===== src/rtl/misc_core_pkg.sv =====
package misc_core_pkg;
  localparam int BYTE_W    = 8;
  localparam int WORD_W    = 4 * BYTE_W;
  localparam int NUM_REGS  = 4;
  localparam int REG_IDX_W = $clog2(NUM_REGS);

  typedef enum logic [1:0] {ALU_MOV = 2'd0, ALU_ADD = 2'd1, ALU_SUB = 2'd2} alu_op_e;

  // form code is the low nibble of the opcode
  typedef enum logic [2:0] {
    F_RR = 3'd0, F_MR = 3'd1, F_RM = 3'd2, F_MC = 3'd3, F_RC = 3'd4
  } form_e;

  typedef enum logic [1:0] {K_HALT, K_ALU, K_JUMP, K_ILL} kind_e;

  typedef enum logic [2:0] {
    S_IDLE, S_FETCH, S_LATCH, S_DISPATCH, S_MEMRD, S_EXEC, S_HALT
  } state_e;

  typedef struct packed {
    logic pos;
    logic neg;
    logic zero;
    logic ovf;
  } flags_t;

  typedef struct packed {
    kind_e                kind;
    alu_op_e              op;
    form_e                form;
    logic [REG_IDX_W-1:0] rd;
    logic [REG_IDX_W-1:0] rs;
    logic [2:0]           cond;
  } dec_t;
endpackage


===== src/rtl/misc_decoder.sv =====
module misc_decoder
  import misc_core_pkg::*;
(
  input  logic [BYTE_W-1:0] opc_i,
  input  logic [BYTE_W-1:0] op1_i,
  input  logic [BYTE_W-1:0] op2_i,
  output dec_t              dec_o
);
  function automatic logic reg_ok(input logic [BYTE_W-1:0] code);
    return (code != '0) && (code <= BYTE_W'(NUM_REGS));
  endfunction

  logic form_ok;

  always_comb begin
    dec_o      = '0;
    dec_o.kind = K_ILL;
    dec_o.op   = ALU_MOV;
    dec_o.form = F_RR;
    dec_o.rd   = REG_IDX_W'(op1_i[REG_IDX_W-1:0] - 1'b1);
    dec_o.rs   = REG_IDX_W'(op2_i[REG_IDX_W-1:0] - 1'b1);
    dec_o.cond = opc_i[2:0];
    form_ok    = 1'b0;
    unique case (opc_i[7:4])
      4'h0: dec_o.kind = (opc_i == '0) ? K_HALT : K_ILL;
      4'h1, 4'h2, 4'h3: begin
        dec_o.op = (opc_i[7:4] == 4'h1) ? ALU_MOV :
                   (opc_i[7:4] == 4'h2) ? ALU_ADD : ALU_SUB;
        case (opc_i[3:0])
          4'd0:    form_ok = reg_ok(op1_i) && reg_ok(op2_i);
          4'd1:    form_ok = reg_ok(op2_i);
          4'd2:    form_ok = reg_ok(op1_i);
          4'd3:    form_ok = 1'b1;
          4'd4:    form_ok = reg_ok(op1_i);
          default: form_ok = 1'b0;  // includes memory-to-memory
        endcase
        dec_o.form = form_e'(opc_i[2:0]);
        dec_o.kind = form_ok ? K_ALU : K_ILL;
      end
      4'h4: dec_o.kind = (opc_i[3:0] <= 4'd4) ? K_JUMP : K_ILL;
      default: dec_o.kind = K_ILL;
    endcase
  end
endmodule


===== src/rtl/misc_alu.sv =====
module misc_alu
  import misc_core_pkg::*;
#(
  parameter int W = 8
) (
  input  alu_op_e      op_i,
  input  logic [W-1:0] a_i,
  input  logic [W-1:0] b_i,
  output logic [W-1:0] res_o,
  output flags_t       flags_o
);
  always_comb begin
    flags_o.ovf = 1'b0;
    unique case (op_i)
      ALU_ADD: begin
        res_o       = a_i + b_i;
        flags_o.ovf = (a_i[W-1] == b_i[W-1]) && (res_o[W-1] != a_i[W-1]);
      end
      ALU_SUB: begin
        res_o       = a_i - b_i;
        flags_o.ovf = (a_i[W-1] != b_i[W-1]) && (res_o[W-1] != a_i[W-1]);
      end
      default: res_o = b_i;
    endcase
    flags_o.neg  = res_o[W-1];
    flags_o.zero = (res_o == '0);
    flags_o.pos  = !res_o[W-1] && (res_o != '0);
  end
endmodule


===== src/rtl/misc_regfile.sv =====
module misc_regfile
  import misc_core_pkg::*;
#(
  parameter int W = 8
) (
  input  logic                 clk_i,
  input  logic                 rst_ni,
  input  logic                 we_i,
  input  logic [REG_IDX_W-1:0] wa_i,
  input  logic [W-1:0]         wd_i,
  input  logic [REG_IDX_W-1:0] ra_a_i,
  input  logic [REG_IDX_W-1:0] ra_b_i,
  output logic [W-1:0]         rd_a_o,
  output logic [W-1:0]         rd_b_o
);
  logic [NUM_REGS-1:0][W-1:0] regs;

  for (genvar g = 0; g < NUM_REGS; g++) begin : g_reg
    logic [W-1:0] q;
    always_ff @(posedge clk_i or negedge rst_ni) begin
      if (!rst_ni) q <= '0;
      else if (we_i && wa_i == REG_IDX_W'(g)) q <= wd_i;
    end
    assign regs[g] = q;
  end

  assign rd_a_o = regs[ra_a_i];
  assign rd_b_o = regs[ra_b_i];
endmodule


===== src/rtl/misc_core.sv =====
module misc_core
  import misc_core_pkg::*;
#(
  parameter int ADDR_W    = 8,
  parameter int DATA_BASE = 0
) (
  input  logic              clk_i,
  input  logic              rst_ni,
  input  logic              start_i,
  output logic [ADDR_W-1:0] mem_addr_o,
  output logic              mem_we_o,
  output logic [31:0]       mem_wdata_o,
  input  logic [31:0]       mem_rdata_i,
  output logic              halted_o,
  output logic              illegal_o
);
  localparam int IR_W = WORD_W - BYTE_W;  // low byte of a code word is never kept

  state_e              state_q, state_d;
  logic [ADDR_W-1:0]   pc_q;
  logic [IR_W-1:0]     ir_q;
  flags_t              flags_q;
  logic                illegal_q;

  logic [BYTE_W-1:0]   opc, op1, op2;
  dec_t                dec;
  logic [BYTE_W-1:0]   rf_a, rf_b, alu_a, alu_b, alu_res;
  flags_t              alu_flg;
  logic                dest_mem, needs_read, do_exec, jump_taken, start_ok;
  logic [ADDR_W-1:0]   data_addr;

  assign opc = ir_q[IR_W-1 -: BYTE_W];
  assign op1 = ir_q[IR_W-BYTE_W-1 -: BYTE_W];
  assign op2 = ir_q[BYTE_W-1:0];

  misc_decoder u_dec (.opc_i(opc), .op1_i(op1), .op2_i(op2), .dec_o(dec));

  misc_regfile #(.W(BYTE_W)) u_rf (
    .clk_i  (clk_i),
    .rst_ni (rst_ni),
    .we_i   (do_exec && !dest_mem),
    .wa_i   (dec.rd),
    .wd_i   (alu_res),
    .ra_a_i (dec.rd),
    .ra_b_i (dec.rs),
    .rd_a_o (rf_a),
    .rd_b_o (rf_b)
  );

  misc_alu #(.W(BYTE_W)) u_alu (
    .op_i    (dec.op),
    .a_i     (alu_a),
    .b_i     (alu_b),
    .res_o   (alu_res),
    .flags_o (alu_flg)
  );

  always_comb begin
    dest_mem   = dec.form inside {F_MR, F_MC};
    needs_read = (dec.form == F_RM) || (dest_mem && dec.op != ALU_MOV);
    data_addr  = ADDR_W'(DATA_BASE) + ADDR_W'(dest_mem ? op1 : op2);
    do_exec    = (dec.kind == K_ALU) &&
                 ((state_q == S_DISPATCH && !needs_read) || state_q == S_EXEC);
    start_ok   = start_i && (state_q == S_IDLE || state_q == S_HALT);
    alu_a      = dest_mem ? mem_rdata_i[BYTE_W-1:0] : rf_a;
    case (dec.form)
      F_RR, F_MR: alu_b = rf_b;
      F_RM:       alu_b = mem_rdata_i[BYTE_W-1:0];
      default:    alu_b = op2;
    endcase
    case (dec.cond)
      3'd0:    jump_taken = 1'b1;
      3'd1:    jump_taken = flags_q.pos;
      3'd2:    jump_taken = flags_q.neg;
      3'd3:    jump_taken = flags_q.zero;
      3'd4:    jump_taken = flags_q.ovf;
      default: jump_taken = 1'b0;
    endcase
  end

  assign mem_we_o    = do_exec && dest_mem;
  assign mem_addr_o  = (state_q == S_MEMRD || mem_we_o) ? data_addr : pc_q;
  assign mem_wdata_o = {{(WORD_W-BYTE_W){1'b0}}, alu_res};
  assign halted_o    = (state_q == S_HALT);
  assign illegal_o   = illegal_q;

  always_comb begin
    state_d = state_q;
    unique case (state_q)
      S_IDLE, S_HALT: if (start_i) state_d = S_FETCH;
      S_FETCH:        state_d = S_LATCH;
      S_LATCH:        state_d = S_DISPATCH;
      S_DISPATCH: begin
        unique case (dec.kind)
          K_ALU:   state_d = needs_read ? S_MEMRD : S_FETCH;
          K_JUMP:  state_d = S_FETCH;
          default: state_d = S_HALT;
        endcase
      end
      S_MEMRD:        state_d = S_EXEC;
      S_EXEC:         state_d = S_FETCH;
      default:        state_d = S_IDLE;
    endcase
  end

  always_ff @(posedge clk_i or negedge rst_ni) begin
    if (!rst_ni) begin
      state_q   <= S_IDLE;
      pc_q      <= '0;
      ir_q      <= '0;
      flags_q   <= '0;
      illegal_q <= 1'b0;
    end else begin
      state_q <= state_d;
      if (start_ok) begin
        pc_q      <= '0;
        illegal_q <= 1'b0;
      end
      if (state_q == S_LATCH) begin
        ir_q <= mem_rdata_i[WORD_W-1:BYTE_W];
        pc_q <= pc_q + ADDR_W'(1);
      end
      if (state_q == S_DISPATCH) begin
        if (dec.kind == K_ILL) illegal_q <= 1'b1;
        if (dec.kind == K_JUMP && jump_taken) pc_q <= ADDR_W'(op1);
      end
      if (do_exec && dec.op != ALU_MOV) flags_q <= alu_flg;
    end
  end

  AST_HALT_HOLDS: assert property (@(posedge clk_i) disable iff (!rst_ni)
    halted_o && !start_i |=> halted_o);
  AST_NO_WRITE_STOPPED: assert property (@(posedge clk_i) disable iff (!rst_ni)
    (state_q == S_HALT || state_q == S_IDLE) |-> !mem_we_o);
  AST_ILLEGAL_HALTS: assert property (@(posedge clk_i) disable iff (!rst_ni)
    illegal_o |-> halted_o);
  AST_START_AT_ZERO: assert property (@(posedge clk_i) disable iff (!rst_ni)
    halted_o && start_i |=> (mem_addr_o == '0 && !illegal_o));
  AST_MOVE_KEEPS_FLAGS: assert property (@(posedge clk_i) disable iff (!rst_ni)
    do_exec && dec.op == ALU_MOV |=> $stable(flags_q));
  AST_FLAGS_EXCL: assert property (@(posedge clk_i) disable iff (!rst_ni)
    $onehot0({flags_q.pos, flags_q.neg, flags_q.zero}));
  AST_ILLEGAL_NO_WRITE: assert property (@(posedge clk_i) disable iff (!rst_ni)
    (state_q == S_DISPATCH && dec.kind == K_ILL) |-> !mem_we_o);
endmodule


===== config.mk =====
export PLATFORM = sky130hd
export DESIGN_NAME = misc_core
export DESIGN_NICKNAME = d
export VERILOG_FILES = /design/src/rtl/misc_core_pkg.sv /design/src/rtl/misc_decoder.sv /design/src/rtl/misc_alu.sv /design/src/rtl/misc_regfile.sv /design/src/rtl/misc_core.sv
export SDC_FILE = /design/constraint.sdc
export NUM_CORES = 1
export LEC_CHECK = 0
export ABC_CLOCK_PERIOD_IN_PS = 5500
export BUFFER_PORTS_ARGS = -buffer_cell sky130_fd_sc_hd__buf_4
export CORE_MARGIN = 2
export CORE_UTILIZATION = 58
export CTS_CLUSTER_DIAMETER = 100
export DETAILED_ROUTE_END_ITERATION = 8
export GPL_ROUTABILITY_DRIVEN = 0
export PLACE_DENSITY = 0.93
export SLEW_MARGIN = 20
export SYNTH_ARGS = -nofsm -noshare
export SYNTH_HDL_FRONTEND = slang
export SYNTH_SLANG_ARGS = --single-unit

===== constraint.sdc =====
create_clock -name clk_i -period 5.5 [get_ports clk_i]
set_input_delay 0.55 -clock clk_i [delete_from_list [all_inputs] [get_ports clk_i]]
set_output_delay 0.55 -clock clk_i [all_outputs]
set_load 0.1 [all_outputs]

# ---- After elaboration in Yosys (flattened, before gate mapping)
# Index checks and enable logic that the tools add are counted.
dict set report word_totals {
  in_bits 35
  reg_bits 72
}
dict set report classes {
  eq_ne 34
  add_sub_neg 5
  n_mux 31
  order_cmp 5
  n_reduce_logical 42
}
# operator count
set ops {}
lappend ops {{8-bit two-way mux} 9}
lappend ops {{8-bit binary-select mux with 2-bit select} 2}
lappend ops {{8-bit case mux with 2 select lines} 2}
lappend ops {{8-bit nonzero test} 3}
lappend ops {{3-bit by 2-bit == test with 1-bit output, second input constant} 6}
lappend ops {{1-bit logical AND} 18}
lappend ops {{3-bit case mux with 6 select lines} 1}
lappend ops {{4-bit by 2-bit == test with 1-bit output, second input constant} 4}
lappend ops {{8-bit by 3-bit less-or-equal comparator with 1-bit output, second input constant} 2}
lappend ops {{8-bit zero test} 2}
lappend ops {{3-bit == test, second input constant} 4}
lappend ops {{2-bit == test, second input constant} 5}
lappend ops {{3-bit by 1-bit == test with 1-bit output, second input constant} 3}
lappend ops {{3-bit zero test} 3}
lappend ops {{8-bit by 1-bit adder with 8-bit output, second input constant} 1}
lappend ops {{8-bit adder} 1}
lappend ops {{4-bit by 1-bit == test with 1-bit output, second input constant} 2}
lappend ops {{4-bit by 3-bit == test with 1-bit output, second input constant} 2}
lappend ops {{4-bit zero test} 2}
lappend ops {{2-bit two-way mux} 4}
lappend ops {{8-bit subtractor} 1}
lappend ops {{2-bit by 1-bit == test with 1-bit output, second input constant} 3}
lappend ops {{2-bit by 3-bit less-than comparator with 1-bit output, second input constant} 2}
lappend ops {{3-bit two-way mux} 2}
lappend ops {{18 further kinds} 33}

# ---- Depth between registers and ports, before layout
# Gate-level depths: netlist of run 1.
dict set report depth {
  depth_word 15
  mapped_depth 17
}

# ---- By module
# Synthesis of run 1 repeated with hierarchy kept, for this count alone.
dict set report unflattened {
  cells_unflattened 561
  hier_area_um2 5509.0
}
# mod seq_area_each_um2 cells_per_inst area_per_inst_um2 instances
set by_module_without_submodules {}
lappend by_module_without_submodules {misc_core 1001.0 290 2636.3 1}
lappend by_module_without_submodules {misc_regfile 800.8 88 1590.3 1}
lappend by_module_without_submodules {misc_alu 0.0 146 1034.7 1}
lappend by_module_without_submodules {misc_decoder 0.0 37 247.7 1}

# ---- Worst setup path before layout of run 1
# No wires, ideal clock.
dict set report synth_timing {
  path_type {reg-to-output}
  from {register ir_q[0]}
  to {output port mem_wdata_o[6]}
  path_slack_ns -0.017
  path_buffers 2
  stages_incl_launch_ff 15
  t_arrival_ns 4.967
  cell_sequence {dfrtp_1 buf_2 inv_1 ha_1 clkbuf_1 mux4_2 o31ai_1 o21ai_0 ha_1 fa_1 o21bai_1 a21oi_1 nor4_1 o21ai_0 a32oi_1}
}
dict set report synth_between {
  elab_chain_cells 6
}
# element line
set synth_lines {}
lappend synth_lines {{from (decl)} misc_core.sv:21} ;# logic [IR_W-1:0] ir_q;
lappend synth_lines {{from (signal assigned)} misc_core.sv:120} ;# ir_q <= mem_rdata_i[WORD_W-1:BYTE_W];
lappend synth_lines {{2-bit by 1-bit subtractor with 2-bit output} misc_decoder.sv:21} ;# dec_o.rs = REG_IDX_W'(op2_i[REG_IDX_W-1:0] - 1'b1);
lappend synth_lines {{8-bit binary-select mux with 2-bit select} misc_regfile.sv:28} ;# assign rd_b_o = regs[ra_b_i];
lappend synth_lines {{8-bit two-way mux (not written as such)} misc_regfile.sv:28}
lappend synth_lines {{8-bit case mux with 2 select lines *} misc_core.sv:66} ;# case (dec.form)
lappend synth_lines {{8-bit subtractor / 8-bit adder (equally long branches)} {misc_alu.sv:20, misc_alu.sv:16}}
lappend synth_lines {{8-bit case mux with 2 select lines *} misc_alu.sv:14} ;# unique case (op_i)
lappend synth_lines {{to (decl)} misc_core.sv:12} ;# output logic [31:0] mem_wdata_o,
# Mark *: on every way between the ends. The rest lies on a longest branch, timed or not. The select of a mux whose other input is x is not followed.

# ---- Final worst setup path of run 1
dict set report layout_timing {
  from {register ir_q[0]}
  to {output port mem_wdata_o[7]}
}
# The elaborated chain is that of the path after synthesis.

==> metrics.md, run 1 <==
| Metric | Value |
|---|---|
| Final max-slew violation count | 0 |
| Most frequent cell after synthesis | dfrtp_1 |
| Avg WL per Cell | 19.5 µm |
| Final setup vio count | 0 |
| Mapped Area | 5270 µm² |
| Minimum clock period | 5.21 ns |
| Post-synth top cells | dfrtp_1, nand2_1, mux2_2 |
| Final period util | 94.7% |
| Critical Path End Type | output port |
| Fin Setup TNS | 0 ns |
| GRT Total Usage | 27.8% |
| DRT Pass-1 Iters | 5 |
| RSZ-0062 raised after global routing | false |
| I/O Buffers | 53 |
| Hold Fails Final Rpt | 0 |
| Top cell type's share of synthesized area | 34.2% |
| Worst skew pair latency | 0.36 ns |
| Synth warn | 0 |
| Clk sink count | 72 |
| Postcts setup bufs | 0 |
| Grt ovf | 0 |
| DR iter-0 viols | 465 |
| Max Cap Viol | 0 |
| Antenna cells | 0 |
| DRC errors left | 0 |
| Via count | 4,463 |
| CTS Hold Bufs | 0 |
| Worst slew pin tran | 0.894 ns |
| Fmax | 0.192 GHz |
| Critical Path Max Stage Delay | 0.62 ns |
| Fillers | 655 |
| Post-synth ARST share | 100% |
| Crit Path Max Fanout | 13 |
| Rows | 34 |
| CTS H-tree depth | 3 |
| First-pass GRT wire length | 21.6 mm |
| Main area contributors after synthesis | dfrtp_1, mux2_2, ha_1 |
| CTS tree | done |
| Post-synth cell types | 66 |
| CP Buf/Inv Count | 3 |
| CP required | 4.95 ns |
| Hold slack | 0.330 ns |
| Critical Path AT | 4.66 ns |
| Status | complete, no violations |
| Synthesized flop and latch total | 72 |
| Post-synth top area cell | dfrtp_1 |
| Initial antenna violation count | 0 |
| Worst min path class | primary input to asynchronous set/reset pin |
| Die Wd | 99.3 µm |
| EDFF count, synth | 0 |
| Clk pin slew, worst setup/hold paths | 0.08 ns |
| Largest net degree at the start of global routing | 73 |
| Clock root buffer master | clkbuf_8 |
| Routed Antenna Nets | 0 |
| Layout cells sized above 1 | 27.2% |
| Clk_skew | 0.0128 ns |
| Die area | 9860 µm² |
| IO Pins | 78 |
| Initial Utilization | 60.1% |
| Synthesized area per cell | 9.73 µm² |
| Vias per cell | 6.45 |
| Nets | 645 |
| DP Wirelength | 9.98 mm |
| Ys flop type | dfrtp_1 |
| Die Ht | 99.3 µm |
| Synth Instances | 541 |
| TritonCTS buffer count | 9 |
| Slowest-stage cell, CP | ha_1 |
| Slew headroom | 40.4% |
| Final WL | 13.5 mm |
| Core Area | 8760 µm² |
| Clock Path Buffers | 2 |
| Crit Path Class | flop to output port |
| Seq/Total Area, Yosys | 34.2% |
| Worst Setup Start Kind | flop |
| P&R area growth vs syn | 9.70% |
| CP top delay family | compound AO/OA/AOI/OAI gates |
| Vias in the first global route | 4,438 |
| Critical path cell sequence | inv_1 -> ha_1 -> mux2_2 -> a21oi_1 -> o22a_1 -> inv_1 -> ha_1 -> or3_1 -> o31ai_1 -> xor2_1 -> a22oi_1 -> o2bb2ai_2 -> buf_4 |
layer usage:
layer | vias to the layer above | part of all wire [%] | global-route usage (%)
li1 | 1968 | - | -
met1 | 2134 | 38 | 35.1
met2 | 296 | 48 | 46.8
met3 | 65 | 9.8 | 6.11
met4 | 0 | 3.6 | 10.5
met5 | - | 0 | 0
worst paths after layout:
kind | startpoint | to | slack, ns | depth (start not counted)
max | ir_q[0]$_DFFE_PN0P_ | mem_wdata_o[7] | 0.29 | 13
min | rst_ni | u_rf.g_reg[3].q[7]$_DFFE_PN0P_ | 0.33 | 1
min reg2reg | flags_q[3]$_DFFE_PN0P_ | flags_q[3]$_DFFE_PN0P_ | 0.49 | 2
max reg2reg | ir_q[0]$_DFFE_PN0P_ | flags_q[1]$_DFFE_PN0P_ | 0.71 | 14
max in group asynchronous | rst_ni | ir_q[0]$_DFFE_PN0P_ | 4.55 | 1
min in group clk_i | mem_rdata_i[19] | ir_q[11]$_DFFE_PN0P_ | 0.40 | 3
area by class of cell:
| type | count | area, µm² | area share [%] |
|---|---|---|---|
| clock inverter | 3 | 21.3 | 0.368 |
| sequential | 72 | 1800 | 31.2 |
| clock buffer | 11 | 131 | 2.27 |
| inverter | 33 | 124 | 2.14 |
| multi-input combinational | 409 | 3140 | 54.4 |
| tap | 108 | 135 | 2.34 |
| timing repair buffer | 56 | 420 | 7.28 |
worst register-to-register path, delay by kind of cell (launching register included):
kind / cells / cell delay [ns]
adders and majority gates: 3 / 1.34
DFF: 1 / 0.55
AOI/OAI and AO/OA: 7 / 1.56
buffers and inverters: 1 / 0.11
muxes: 1 / 0.41
and+or+nand+nor: 2 / 0.75
layout by cell type, fill, tap and decap left out, drive strengths merged, types with 3 or more instances in the layout:
cell,n
a21o,3
o31ai,6
or3,5
mux4,13
nor4,6
mux2,59
conb,24
buf,56
nor3,4
nand2,69
ha,27
inv,33
o21ai,27
nand4,4
or2,6
xnor2,5
o22ai,6
nor2,29
mux2i,13
o21bai,3
dfrtp,72
o221ai,3
o22a,4
nand3,10
nor2b,5
nand2b,5
xor2,4
a21oi,19
a31oi,10
clkbuf,11
a22oi,11
cells by family after synthesis:
family	synth area share, %
buffers and inverters	8.08
other	0.0712
AND/OR/NAND/NOR	13.7
flip-flops	34.2
AO/OA/AOI/OAI	14.4
XOR/XNOR	1.50
multiplexers	20.7
adder cells (fa/ha/maj)	7.37
state kept, by name, indices dropped and copies added, names as in the netlist:
name,cells
u_rf.g.q,32
ir_q,24
pc_q,8
flags_q,4
state_q,3
illegal_o,1
timing repair:
action,CTS,global route
hold endpoints to repair,0,0
gates resized for setup,0,1
endpoints found under the setup margin,0,2
stage by stage:
stage / setup WS [ns] / util, % / instances / instance area, µm²
3_3_place_gp: 0.814 / 64.1 / 678 / 5620
3_5_place_dp: 0.617 / 64.1 / 678 / 5620
2_1_floorplan: 0.291 / - / 564 / 5360
4_1_cts: 0.219 / 65.8 / 692 / 5770
6_report: 0.292 / 65.9 / 692 / 5780
5_1_grt: 0.0912 / 65.9 / 692 / 5780
Power of run 1 is not shown: default switching activity piles up to over one toggle a cycle in this logic, so the estimate is an artifact.
==> run 2: changes to the inputs <==
ABC_CLOCK_PERIOD_IN_PS = default   (was 5500)
CORE_UTILIZATION = 53   (was 58)
PLACE_DENSITY = 0.9   (was 0.93)
clock period = 4.55 ns   (was 5.5 ns; I/O delays follow)
==> metrics.md, run 2 (synthesis results as in run 1) <==
| Metric | Value |
|---|---|
| Commonest non-fill, non-tap cell in the layout | dfrtp_1 |
| Critical Path Max Stage Delay | 0.50 ns (-0.12 ns) |
| Hold Fails Final Rpt | 0 (unchanged) |
| Crit Path Class | flop to output port |
| Most repeated library cell on the critical path | inv_1 |
| DRT Pass-1 Iters | 5 (unchanged) |
| Layout Cells excl Fill | 732 (+5.8%) |
| I/O Buffers | 53 (unchanged) |
| Worst slew pin tran | 0.889 ns (-0.00466 ns) |
| Die area | 10,700 µm² (+9.1%) |
| Core Util, Final | 62.8% (-3.1 points) |
| Layout cells sized above 1 | 32.4% (+5.2 points) |
| CP top delay family | compound AO/OA/AOI/OAI gates |
| Rows | 36 (+5.9%) |
| CTS H-tree depth | 3 (unchanged) |
| Final period util | 96.2% |
| Vias per cell | 6.19 (-4.0%) |
| CTS tree | done |
| Status | complete, no violations |
| Antenna cells | 0 (unchanged) |
| Critical Path End Type | output port |
| DP Wirelength | 10.0 mm (+0.30%) |
| Final max-slew violation count | 0 (unchanged) |
| DR iter-0 viols | 499 (+7.3%) |
| Slew headroom | 40.7% (+0.31 points) |
| Critical path cell sequence | inv_1 -> ha_1 -> buf_4 -> mux4_2 -> inv_1 -> o22ai_2 -> inv_1 -> fa_1 -> nand2b_1 -> a21o_1 -> o311a_1 -> a32oi_4 -> buf_8 |
| Initial Utilization | 54.1% (-6.0 points) |
| Fmax | 0.228 GHz |
| Clock root buffer master | clkbuf_8 |
| Worst Setup Start Kind | flop |
| Largest net degree at the start of global routing | 73 (unchanged) |
| Grt ovf | 0 (unchanged) |
| Final WL | 14.0 mm (+3.9%) |
| Register with the most flip-flops | u_rf.g.q |
| Die Wd | 104 µm (+4.4%) |
| Commonest non-fill, non-tap cells in the layout | dfrtp_1, nand2_1, buf_4 |
| Core Area | 9730 µm² (+11%) |
| GRT Total Usage | 26.4% (-1.3 points) |
| Largest regs | u_rf.g.q (32), ir_q (24), pc_q (8) |
| Crit Path Max Fanout | 10 (-3) |
| Avg WL per Cell | 19.2 µm (-1.7%) |
| Critical Path AT | 3.92 ns (-0.74 ns) |
| Worst skew pair latency | 0.36 ns (about the same) |
| DRC errors left | 0 (unchanged) |
| Vias in the first global route | 4,592 (+3.5%) |
| Placed Instances | 711 (+4.9%) |
| IO Pins | 78 (unchanged) |
| CP required | 4.09 ns (-0.86 ns) |
| Clk sink count | 72 (unchanged) |
| Number of flip-flops in the largest register | 32 (unchanged) |
| Max Cap Viol | 0 (unchanged) |
| Initial antenna violation count | 0 (unchanged) |
| First-pass GRT wire length | 22.7 mm (+5.1%) |
| Minimum clock period | 4.38 ns |
| Via count | 4,534 (+1.6%) |
| Nets | 658 (+2.0%) |
| Clock Path Buffers | 2 (unchanged) |
| Final setup vio count | 0 (unchanged) |
| Routed Antenna Nets | 0 (unchanged) |
| CP Buf/Inv Count | 5 (+2) |
| TritonCTS buffer count | 9 (unchanged) |
| Worst min path class | primary input to asynchronous set/reset pin |
| Clk_skew | 0.0117 ns (-0.00113 ns) |
| Clk pin slew, worst setup/hold paths | 0.08 ns (about the same) |
| Slowest-stage cell, CP | dfrtp_4 |
| P&R area growth vs syn | 16.1% |
| Die Ht | 104 µm (+4.4%) |
## run 2: changes by cell type in the layout (fill, tap and decap cells not counted), sizes merged
| cell | delta |
|---|---|
| clkinvlp | -1 |
| clkinv | +1 |
| bufinv | +1 |
| clkbuf | +1 |
| buf | +13 |
## run 2: what timing repair did
| action | 4_1_cts | 5_1_grt |
|---|---|---|
| setup buffers | 1 | 4 |
| gates cloned | 0 | 0 |
| setup endpoints to repair | 3 | 14 |
| resized for setup | 5 | 15 |
| pin swaps | 1 | 3 |
| hold buffers | 0 | 0 |
## run 2: final timing paths
path	from	endpoint	slack, ns	depth (start not counted)
min in group clk_i	mem_rdata_i[16]	ir_q[8]$_DFFE_PN0P_	0.31	3
hold reg to reg	flags_q[0]$_DFFE_PN0P_	flags_q[0]$_DFFE_PN0P_	0.48	2
setup / recovery	ir_q[0]$_DFFE_PN0P_	mem_wdata_o[6]	0.17	13
max in group asynchronous	rst_ni	ir_q[0]$_DFFE_PN0P_	3.67	1
hold / removal	rst_ni	ir_q[9]$_DFFE_PN0P_	0.22	1
setup reg to reg	ir_q[0]$_DFFE_PN0P_	flags_q[1]$_DFFE_PN0P_	0.37	15
## run 2: routing by layer
metal / global-route usage [%] / vias up / wire length (µm)
met5: 0 / - / 0
met4: 12.8 / 0 / 558
met3: 7.17 / 61 / 1420
met2: 43.0 / 298 / 6680
met1: 32.7 / 2177 / 5380
li1: - / 1998 / -
## run 2: layout make-up
cell class                 count  area (µm²)
inverter                      33         124
clock buffer                  12         155
multi-input combinational    409        3270
sequential                    72        1810
clock inverter                 4        52.6
fill                         723        3620
timing repair buffer          69         544
tap                          133         166
## run 2: stage by stage
step                setup TNS, ns  cell area (µm²)  hold WS [ns]  worst slack, ns
finish                          0             6110         0.217            0.173
global placement                0             5780         0.470            0.442
global route              -0.0552             6110         0.304          -0.0331
CTS                      -0.00271             6030         0.260         -0.00271
floorplan                  -0.214             5470         0.159           -0.205
detailed placement              0             5780         0.467            0.260
Power of run 2 is left out for the same reason.
==> run 3: changes to the inputs <==
==> constraint.sdc (replaced) <==
create_clock -name clk_i -period 4.55 [get_ports clk_i]
set_input_delay 0.91 -clock clk_i [delete_from_list [all_inputs] [get_ports clk_i]]
set_output_delay 0.91 -clock clk_i [all_outputs]
set_load 0.1 [all_outputs]
==> metrics.md, run 3 (synthesis results as in run 1) <==
| Metric | Value |
|---|---|
| Die Wd | 104 µm (unchanged) |
| RSZ-0062 raised after global routing | true |
| Crit Path Max Fanout | 6 (-4) |
| First-pass GRT wire length | 23.6 mm (+3.8%) |
| CTS tree | done |
| CTS Hold Bufs | 0 (unchanged) |
| Fillers | 680 (-5.9%) |
| Worst min path class | flop to flop |
| Grt ovf | 0 (unchanged) |
| Clock Path Buffers | 2 (unchanged) |
| Routed Antenna Nets | 0 (unchanged) |
| Final period util | 99.6% (+3.4 points) |
| CTS H-tree depth | 3 (unchanged) |
| Worst skew pair latency | 0.36 ns (about the same) |
| Clk sink count | 72 (unchanged) |
| Vias per cell | 6.27 (+1.2%) |
| IO Pins | 78 (unchanged) |
| Crit Path Class | flop to output port |
| Antenna cells | 0 (unchanged) |
| Setup WS post-layout | 0.0188 ns (-0.154 ns) |
| CP required | 3.64 ns (-0.45 ns) |
| Layout cells sized above 1 | 37.7% (+5.3 points) |
| DP Wirelength | 10.2 mm (+2.2%) |
| Number of flip-flops in the largest register | 32 (unchanged) |
| Worst r2r path cells | 13 (-2) |
| Commonest non-fill, non-tap cells in the layout | dfrtp_1, buf_4, nand2_1 |
| Clk_skew | 0.0153 ns (+0.00365 ns) |
| Core Area | 9730 µm² (unchanged) |
| Via count | 4,694 (+3.5%) |
| Nets | 675 (+2.6%) |
| Avg WL per Cell | 20.3 µm (+6.1%) |
| Hold Fails Final Rpt | 0 (unchanged) |
| Initial antenna violation count | 0 (unchanged) |
| Final max-slew violation count | 0 (unchanged) |
| Die Ht | 104 µm (unchanged) |
| Fin Setup TNS | 0 ns (unchanged) |
| DRC errors left | 0 (unchanged) |
| Largest regs | u_rf.g.q (32), ir_q (24), pc_q (8) |
| Final setup vio count | 0 (unchanged) |
| Max Cap Viol | 0 (unchanged) |
| TritonCTS buffer count | 9 (unchanged) |
| Status | complete, no violations |
| Register with the most flip-flops | u_rf.g.q |
| Clock root buffer master | clkbuf_8 |
| Critical Path End Type | output port |
| Die area | 10,700 µm² (unchanged) |
| P&R area growth vs syn | 21.8% |
| Fmax | 0.221 GHz (-3.4%) |
| Initial Utilization | 54.1% (unchanged) |
| GRT Total Usage | 27.5% (+1.1 points) |
| Minimum clock period | 4.53 ns (+0.154 ns) |
| I/O Buffers | 53 (unchanged) |
| Core Util, Final | 65.9% (+3.1 points) |
| Vias in the first global route | 4,574 (-0.39%) |
| Worst Setup Start Kind | flop |
| Slew headroom | 40.1% (-0.59 points) |
| Final WL | 15.2 mm (+8.6%) |
| Hold-critical path depth | 2 |
| DR iter-0 viols | 527 (+5.6%) |
| Place WS | 0.105 ns (-0.155 ns) |
| Worst slew pin tran | 0.898 ns (+0.00879 ns) |
| DRT Pass-1 Iters | 6 (+1) |
| Clk pin slew, worst setup/hold paths | 0.09 ns (about the same) |
| Largest net degree at the start of global routing | 73 (unchanged) |
| Rows | 36 (unchanged) |
| Critical Path AT | 3.62 ns (-0.30 ns) |
run 3: cell count changes in the layout (fill, tap and decap cells not counted), moves of 3 or more:
cell     change
ha_1         -4
inv_2        +5
a31oi_4      +3
a31oi_2      -3
inv_1        -5
a21oi_1      -3
ha_4         +3
buf_4        +6
buf_6        +9
run 3: routing by layer:
layer	track usage, %	wire [µm]	up-vias
met5	0	0	-
met4	11.9	704	0
met3	5.98	1520	88
met2	45.3	7250	347
met1	35.0	5770	2228
li1	-	-	2031
run 3: critical path, stage by stage (launching register included):
cell and delay, ns:
dfrtp_1 0.42, or2_4 0.32, nor4b_4 0.27, buf_6 0.18, mux2i_4 0.27, inv_2 0.08, ha_4 0.23, o21bai_2 0.20
nand4_1 0.19, buf_4 0.18, nand3b_1 0.10, xor2_1 0.07, o211ai_1 0.45, buf_6 0.30
run 3: cell type report:
type,instances,area (µm²),area share [%]
clock buffer,11,141,2.20
clock inverter,5,56.3,0.878
sequential,72,1800,28.1
timing repair buffer,86,731,11.4
multi-input combinational,409,3390,52.9
tap,133,166,2.59
inverter,33,124,1.93
run 3: per-stage QoR:
step,hold WS [ns],cells,area [µm²]
final,0.501,749,6410
after global routing,0.522,749,6410
after CTS,0.500,740,6210
after detailed placement,0.481,717,5880
after global placement,0.464,717,5880
after floorplan,0.448,564,5510
run 3: worst paths after layout:
check                                             from                endpoint  slack [ns]
worst max-delay path              ir_q[23]$_DFFE_PN0P_          mem_wdata_o[5]        0.02
worst min-delay path            flags_q[0]$_DFFE_PN0P_  flags_q[0]$_DFFE_PN0P_        0.50
worst max register to register     ir_q[0]$_DFFE_PN0P_  flags_q[1]$_DFFE_PN0P_        0.34
worst min register to register  flags_q[0]$_DFFE_PN0P_  flags_q[0]$_DFFE_PN0P_        0.50
max in group asynchronous                       rst_ni    ir_q[18]$_DFFE_PN0P_        3.24
min in group asynchronous                       rst_ni    ir_q[10]$_DFFE_PN0P_        0.67
run 3: repair_timing:
action / CTS / global route
gates resized for setup: 18 / 38
setup buffers: 7 / 9
pin swaps: 6 / 12
endpoints found under the setup margin: 10 / 13
Power of run 3 is left out for the same reason.
